`config.mk`:
```
export PLATFORM = sky130hd
export DESIGN_NAME = desc_notify
export DESIGN_NICKNAME = d
export VERILOG_FILES = /design/src/rtl/desc_notify.sv
export SDC_FILE = /design/constraint.sdc
export NUM_CORES = 1
export LEC_CHECK = 0
export BUFFER_PORTS_ARGS = -buffer_cell sky130_fd_sc_hd__buf_2
export CAP_MARGIN = 20
export CELL_PAD_IN_SITES_DETAIL_PLACEMENT = 1
export CELL_PAD_IN_SITES_GLOBAL_PLACEMENT = 1
export CORE_MARGIN = 8
export CORE_UTILIZATION = 30
export DETAILED_ROUTE_END_ITERATION = 10
export PLACE_DENSITY_LB_ADDON = 0.12
export SYNTH_ARGS = -nofsm -noshare
export SYNTH_HDL_FRONTEND = slang
export SYNTH_SLANG_ARGS = --single-unit
```
`constraint.sdc`:
```
create_clock -name clk -period 2 [get_ports clk]
set_input_delay 0.3 -clock clk [delete_from_list [all_inputs] [get_ports clk]]
set_output_delay 0.3 -clock clk [all_outputs]
set_load 0.01 [all_outputs]
```
`src/rtl/desc_notify.sv`:
```
module desc_notify #(
  parameter int HDR_W      = 64,
  parameter int DONE_W     = 8,
  parameter int NOTIFY_POS = 0,
  parameter int STAT_LSB   = 8,
  parameter int STAT_W     = 8
) (
  input  logic             clk,
  input  logic             rst_n,
  input  logic             cfg_done_irq,
  input  logic             cfg_irq_all,
  input  logic             cfg_icv_irq,
  input  logic             cfg_wb_en,
  input  logic             cfg_wb_all,
  input  logic             cfg_halt,
  input  logic [HDR_W-1:0] hdr_in,
  input  logic             desc_done,
  input  logic             icv_req,
  input  logic             icv_fail,
  input  logic             err_evt,
  input  logic             host_ack_done,
  input  logic             host_ack_err,
  input  logic             host_resume,
  input  logic             wb_ready,
  output logic             desc_ready,
  output logic             irq_done,
  output logic             irq_err,
  output logic             wb_valid,
  output logic [HDR_W-1:0] wb_data,
  output logic             halted
);
  localparam int DONE_LSB = HDR_W - DONE_W;

  typedef enum logic [1:0] {S_IDLE, S_WB, S_HALT} st_t;
  st_t state;

  logic fault, fin, want_wb, want_irq;
  logic [STAT_W-1:0] stat;
  logic [HDR_W-1:0]  wb_next;

  assign desc_ready = (state == S_IDLE);
  assign wb_valid   = (state == S_WB);
  assign halted     = (state == S_HALT);

  assign fault    = err_evt | (desc_done & icv_req & icv_fail & cfg_icv_irq);
  assign fin      = desc_done & ~fault;
  assign want_wb  = fin & cfg_wb_en & (cfg_wb_all | icv_req);
  assign want_irq = fin & cfg_done_irq & (cfg_irq_all | hdr_in[NOTIFY_POS]);
  assign stat     = icv_req ? {{(STAT_W-1){1'b0}}, icv_fail} : hdr_in[STAT_LSB +: STAT_W];

  always_comb begin
    wb_next = hdr_in;
    wb_next[DONE_LSB +: DONE_W] = '1;
    wb_next[STAT_LSB +: STAT_W] = stat;
  end

  always_ff @(posedge clk) begin
    if (!rst_n) begin
      state    <= S_IDLE;
      irq_done <= 1'b0;
      irq_err  <= 1'b0;
      wb_data  <= '0;
    end else begin
      case (state)
        S_IDLE: begin
          if (fault) begin
            state <= cfg_halt ? S_HALT : S_IDLE;
          end else if (want_wb) begin
            state   <= S_WB;
            wb_data <= wb_next;
          end
        end
        S_WB:    if (wb_ready) state <= S_IDLE;
        S_HALT:  if (host_resume) state <= S_IDLE;
        default: state <= S_IDLE;
      endcase
      irq_done <= (desc_ready & want_irq) | (irq_done & ~host_ack_done);
      irq_err  <= (desc_ready & fault)    | (irq_err  & ~host_ack_err);
    end
  end
endmodule


```
=== Yosys cells after proc, flatten, opt, wreduce, memory -nomap -nowiden ===
Cells that the tools add are included.

* Output and inout bits: 69
* Input bits: 80
* Register bits: 61
* Logic and storage cells: 39

* Multiplexer cells: 7
* Reduce and logical (&&, ||, !) cells: 3
* Bitwise operators: 20
* Eq/ne operators: 5

{| class="wikitable"
|+ Operators with widths
! cell !! count
|-
| $and 1x1->1 || 12
|-
| $mux 2 || 5
|-
| $mux 8 || 1
|-
| $pmux 2 s3 || 1
|-
| $reduce_and 3->1 || 2
|-
| $or 1x1->1 || 5
|-
| $ne 2x2->1 const B || 2
|-
| $ne 3x1->1 const B || 1
|-
| $not 1->1 || 3
|-
| $eq 2x1->1 const B || 1
|-
| $eq 2x2->1 const B || 1
|-
| $logic_not 2->1 || 1
|}

=== Depth between registers and ports, before layout ===
* Word-level depth: 11
* Depth in mapped cells: 5
* Depth with buffers taken out: 3

=== Least setup slack after synthesis ===
OpenSTA, ideal clock, no wires.

* Kind: input to register
* Start point: input cfg_icv_irq
* End point: register wb_data[0]
* Required time: 1928 ps
* Path buffers: 2
* Setup time: 72 ps
* Arrival time: 1456 ps
* Slack: 473 ps
* Stages: 5
* Path through: a41o_1 > nor4_2 > buf_4 > buf_6 > mux2i_1

* Word-level cells in the longest chain between the ends: 7

{| class="wikitable"
|+ Ends and longest elaborated chain
! element !! line !! text
|-
| start, declared || 12 || <nowiki>input logic cfg_icv_irq,</nowiki>
|-
| $and 1x1->1 * || 45 || <nowiki>assign fault = err_evt | (desc_done & icv_req & icv_fail & cfg_icv_irq);</nowiki>
|-
| $or 1x1->1 * || 45 ||
|-
| $not 1->1 (no source line) * || - ||
|-
| $and 1x1->1 || 46 || <nowiki>assign fin = desc_done & ~fault;</nowiki>
|-
| $and 1x1->1 (2 in a row) || 47 || <nowiki>assign want_wb = fin & cfg_wb_en & (cfg_wb_all | icv_req);</nowiki>
|-
| $reduce_and 3->1 (no source line) * || - ||
|-
| end signal, assigned || 70 || <nowiki>wb_data <= wb_next;</nowiki>
|-
| end, declared || 29 || <nowiki>output logic [HDR_W-1:0] wb_data,</nowiki>
|}

Every way passes the cells marked *; elsewhere a longest branch is shown, timed or not.
A chain may end at the register's enable or synchronous reset.

=== Final worst setup path ===
* Start point: register state[0]
* End point: output wb_valid

* Word-level cells in the longest chain between the ends: 1

{| class="wikitable"
|+ Ends and longest elaborated chain
! element !! line !! text
|-
| start, declared || 35 || <nowiki>st_t state;</nowiki>
|-
| start signal, assigned || 67 || <nowiki>state <= cfg_halt ? S_HALT : S_IDLE;</nowiki>
|-
| $eq 2x1->1 || 42 || <nowiki>assign wb_valid = (state == S_WB);</nowiki>
|-
| end, declared || 28 || <nowiki>output logic wb_valid,</nowiki>
|}

No other way between the ends.

==> flow_metrics.tcl <==
set metrics [dict create \
    run_status "finished, final reports clean" \
    final_routed_wirelength_across_all_metal_layers_um 7680 \
    cts-root-buf "sky130_fd_sc_hd__clkbuf_8" \
    static_leakage_uw 0.00167 \
    groute.layer.met3.usage 0.0790 \
    setup_repair_after_global_routing_missed_its_margin "false" \
    num_antenna_cells 0 \
    cp_data_arrival_time_ns 1.18 \
    min_period_over_period 0.740 \
    pnr_worst_setup_slack_ns 0.520 \
    cts_hold_buffers 0 \
    p_per_area_nw_per_um2 733 \
    post-route-drc-count 0 \
    seq_area_frac_synth 0.487 \
    path_delay_family "flip-flops" \
    finalClockSkew_ns 0.00529 \
    path_max_fanout 9 \
    detailed_place_hpwl_um 5810 \
    synth_nets 359 \
    report.final.slew_viol_count 0 \
    ys_seq_elements 61 \
    cts.repair_timing.setup_buffer_count 0 \
    synth_warnings 0 \
    post_cts_resized 0 \
    setup-violations-final 0 \
    finalHoldViolations 0 \
    route.detailed.wl_per_inst_um 14.9 \
    critical_path_cell_sequence "nor2b_1, buf_2" \
    post_synth_inst_count 279 \
    setup.worst_path.start_class "register" \
    via_count_of_the_first_global_routing_pass 2456 \
    track_usage 0.137 \
    detailedRoute.firstIterationViolations 49 \
    path_buf_inv 1 \
    dp_slack_ns 0.228 \
    dieHeight_um 107 \
    cts_inserted_buffers 9 \
    gp_routability_congestion 0.676 \
    floorplan.core_area_sq_um 8180 \
    grt_remaining_overflow 0 \
    mappedNetlistArea_sq_um 2510 \
    cts.clk_slew.worst_paths_ns 0.07 \
    fin_nets 488 \
    crit_path_top_delay_cell "sky130_fd_sc_hd__dfxtp_1" \
    wire_length_of_the_first_global_routing_pass_um 12600 \
    io-pin-count 149 \
    synth_top_cells_by_area "sky130_fd_sc_hd__dfxtp_1 (49%), sky130_fd_sc_hd__mux2i_1 (22%), sky130_fd_sc_hd__nand2_1 (17%)" \
    tritoncts_clock_tree "done" \
    layout.filler_cells 1028 \
    netlist-cell-type-count 23 \
    clkLatencyLatePin_ns 0.33 \
    grt_util_met2 0.225 \
    fp.dieW_um 107 \
    synth_top_cell_by_area "sky130_fd_sc_hd__dfxtp_1" \
    initial_antenna_violation_count 1 \
    numClockSinks 61 \
    max_freq_mhz 675 \
    postSynthAreaPerCell_sq_um 8.99 \
    detail_route.first_pass.iterations 4 \
    area.growth.synth_to_final_pct 36.8 \
    cp.required_ns 1.70 \
    critical_path_endpoint_category "output port" \
    ir_worst_vdd_v 0.000313 \
    detail-route-antenna-nets 0 \
    groute.layer.met1.usage 0.148 \
    drv_cap 0 \
    detailroute.via_count 2288 \
    row_count 33 \
    setup.worst_path.class "register to output port" \
    grt_start_max_net_pins 89 \
    setup_tns_ns 0 \
    worst_slew_pin_slew_ns 0.515 \
    detail_route.vias_per_cell 4.43 \
    drive_gt1_frac 0.387 \
    relSlewSlack 0.656 \
    layout.cells.most_common "sky130_fd_sc_hd__buf_2" \
    critical-path-max-stage-delay_ns 0.53 \
    ctsLongestPathBuffers 2 \
    final.min_clock_period_ns 1.48 \
    die_area_sq_um 11500 \
    layout_common_cells "sky130_fd_sc_hd__buf_2 (139), sky130_fd_sc_hd__nand2_1 (112), sky130_fd_sc_hd__dfxtp_1 (61), sky130_fd_sc_hd__mux2i_1 (56), sky130_fd_sc_hd__clkbuf_8 (11)" \
    starting_density_of_the_core 0.307 \
    cts_htree_levels 3 \
    top_cell_type_s_share_of_synthesized_area 0.487 \
    top_usage_layer "met2" \
    port_buffers 140 \
    min_path_type "input port to register" \
]
==> worst register-to-register path, stage by stage, from the launching register on <==
cell and delay, ns:
sky130_fd_sc_hd__dfxtp_1 0.41, sky130_fd_sc_hd__nor4_4 0.36, sky130_fd_sc_hd__buf_4 0.35, sky130_fd_sc_hd__mux2i_1 0.24
==> synthesized netlist by cell type <==
| master | count |
|---|---|
| sky130_fd_sc_hd__nor2b_1 | 6 |
| sky130_fd_sc_hd__dfxtp_1 | 61 |
| sky130_fd_sc_hd__o21a_1 | 2 |
| sky130_fd_sc_hd__or4_1 | 1 |
| sky130_fd_sc_hd__o31ai_1 | 1 |
| sky130_fd_sc_hd__a21oi_1 | 1 |
| sky130_fd_sc_hd__nor3b_1 | 1 |
| sky130_fd_sc_hd__and3_1 | 1 |
| sky130_fd_sc_hd__nor2_1 | 2 |
| sky130_fd_sc_hd__nand2b_1 | 1 |
| sky130_fd_sc_hd__nor4_1 | 1 |
| sky130_fd_sc_hd__buf_6 | 1 |
| sky130_fd_sc_hd__buf_2 | 4 |
| sky130_fd_sc_hd__mux2_2 | 1 |
| sky130_fd_sc_hd__nor4_2 | 1 |
| sky130_fd_sc_hd__a31oi_1 | 1 |
| sky130_fd_sc_hd__buf_4 | 8 |
| sky130_fd_sc_hd__inv_1 | 1 |
| sky130_fd_sc_hd__a41o_1 | 1 |
| sky130_fd_sc_hd__clkbuf_1 | 13 |
| sky130_fd_sc_hd__mux2i_1 | 56 |
| sky130_fd_sc_hd__o211ai_1 | 2 |
| sky130_fd_sc_hd__nand2_1 | 112 |
==> layer usage <==
metal | vias to the layer above | wire (um)
li1 | 1150 | -
met3 | 7 | 805
met4 | 2 | 51
met2 | 78 | 3700
met5 | - | 13
met1 | 1051 | 3120
==> sequential cells by signal (all words and copies together), names as in the netlist <==
name,cells
wb_data,57
state,2
irq_err,1
irq_done,1
==> layout make-up <==
type | count | area, sq um | area share
Clock buffer | 12 | 155 | 0.0452
Clock inverter | 2 | 10.0 | 0.00292
Inverter | 1 | 3.75 | 0.00109
Multi-Input combinational cell | 191 | 1150 | 0.336
Sequential cell | 61 | 1220 | 0.356
Tap cell | 105 | 131 | 0.0383
Timing Repair Buffer | 144 | 758 | 0.221
==> path summary, 6_finish.rpt <==
| path | start | end | slack, ns | depth (start not counted) |
|---|---|---|---|---|
| max | state[0]$_SDFFE_PN0P_ | wb_valid | 0.52 | 2 |
| min reg2reg | wb_data[31]$_SDFFE_PN0P_ | wb_data[31]$_SDFFE_PN0P_ | 0.46 | 2 |
| max reg2reg | state[0]$_SDFFE_PN0P_ | wb_data[3]$_SDFFE_PN0P_ | 0.56 | 3 |
| min | hdr_in[35] | wb_data[35]$_SDFFE_PN0P_ | 0.21 | 3 |
==> power breakdown <==
part / switching (uW) / total [uW] / internal [uW]
Combinational: 154 / 292 / 138
Clock: 451 / 951 / 500
Sequential: 21.0 / 1270 / 1250
==> kinds of logic (layout without fill, tap and decap cells) <==
kind of cell | count (synthesis) | in the layout | share of synthesized area
AND/OR/NAND/NOR | 126 | 126 | 0.204
multiplexers | 57 | 57 | 0.228
flip-flops | 61 | 61 | 0.487
AO/OA/AOI/OAI | 8 | 8 | 0.0235
buffers and inverters | 27 | 159 | 0.0574
==> metrics by stage <==
step / cell area (sq um) / util / instances / hold slack [ns] / power [uW]
6_report: 3430 / 0.420 / 516 / 0.205 / 2510
4_1_cts: 3430 / 0.420 / 516 / 0.187 / 2570
3_5_place_dp: 3270 / 0.399 / 502 / 0.449 / 1600
5_1_grt: 3430 / 0.420 / 516 / 0.187 / 2660
2_1_floorplan: 2510 / - / 279 / 0.439 / 1450
3_3_place_gp: 3270 / 0.399 / 502 / 0.439 / 1590
(Power assumes the default switching activity.)
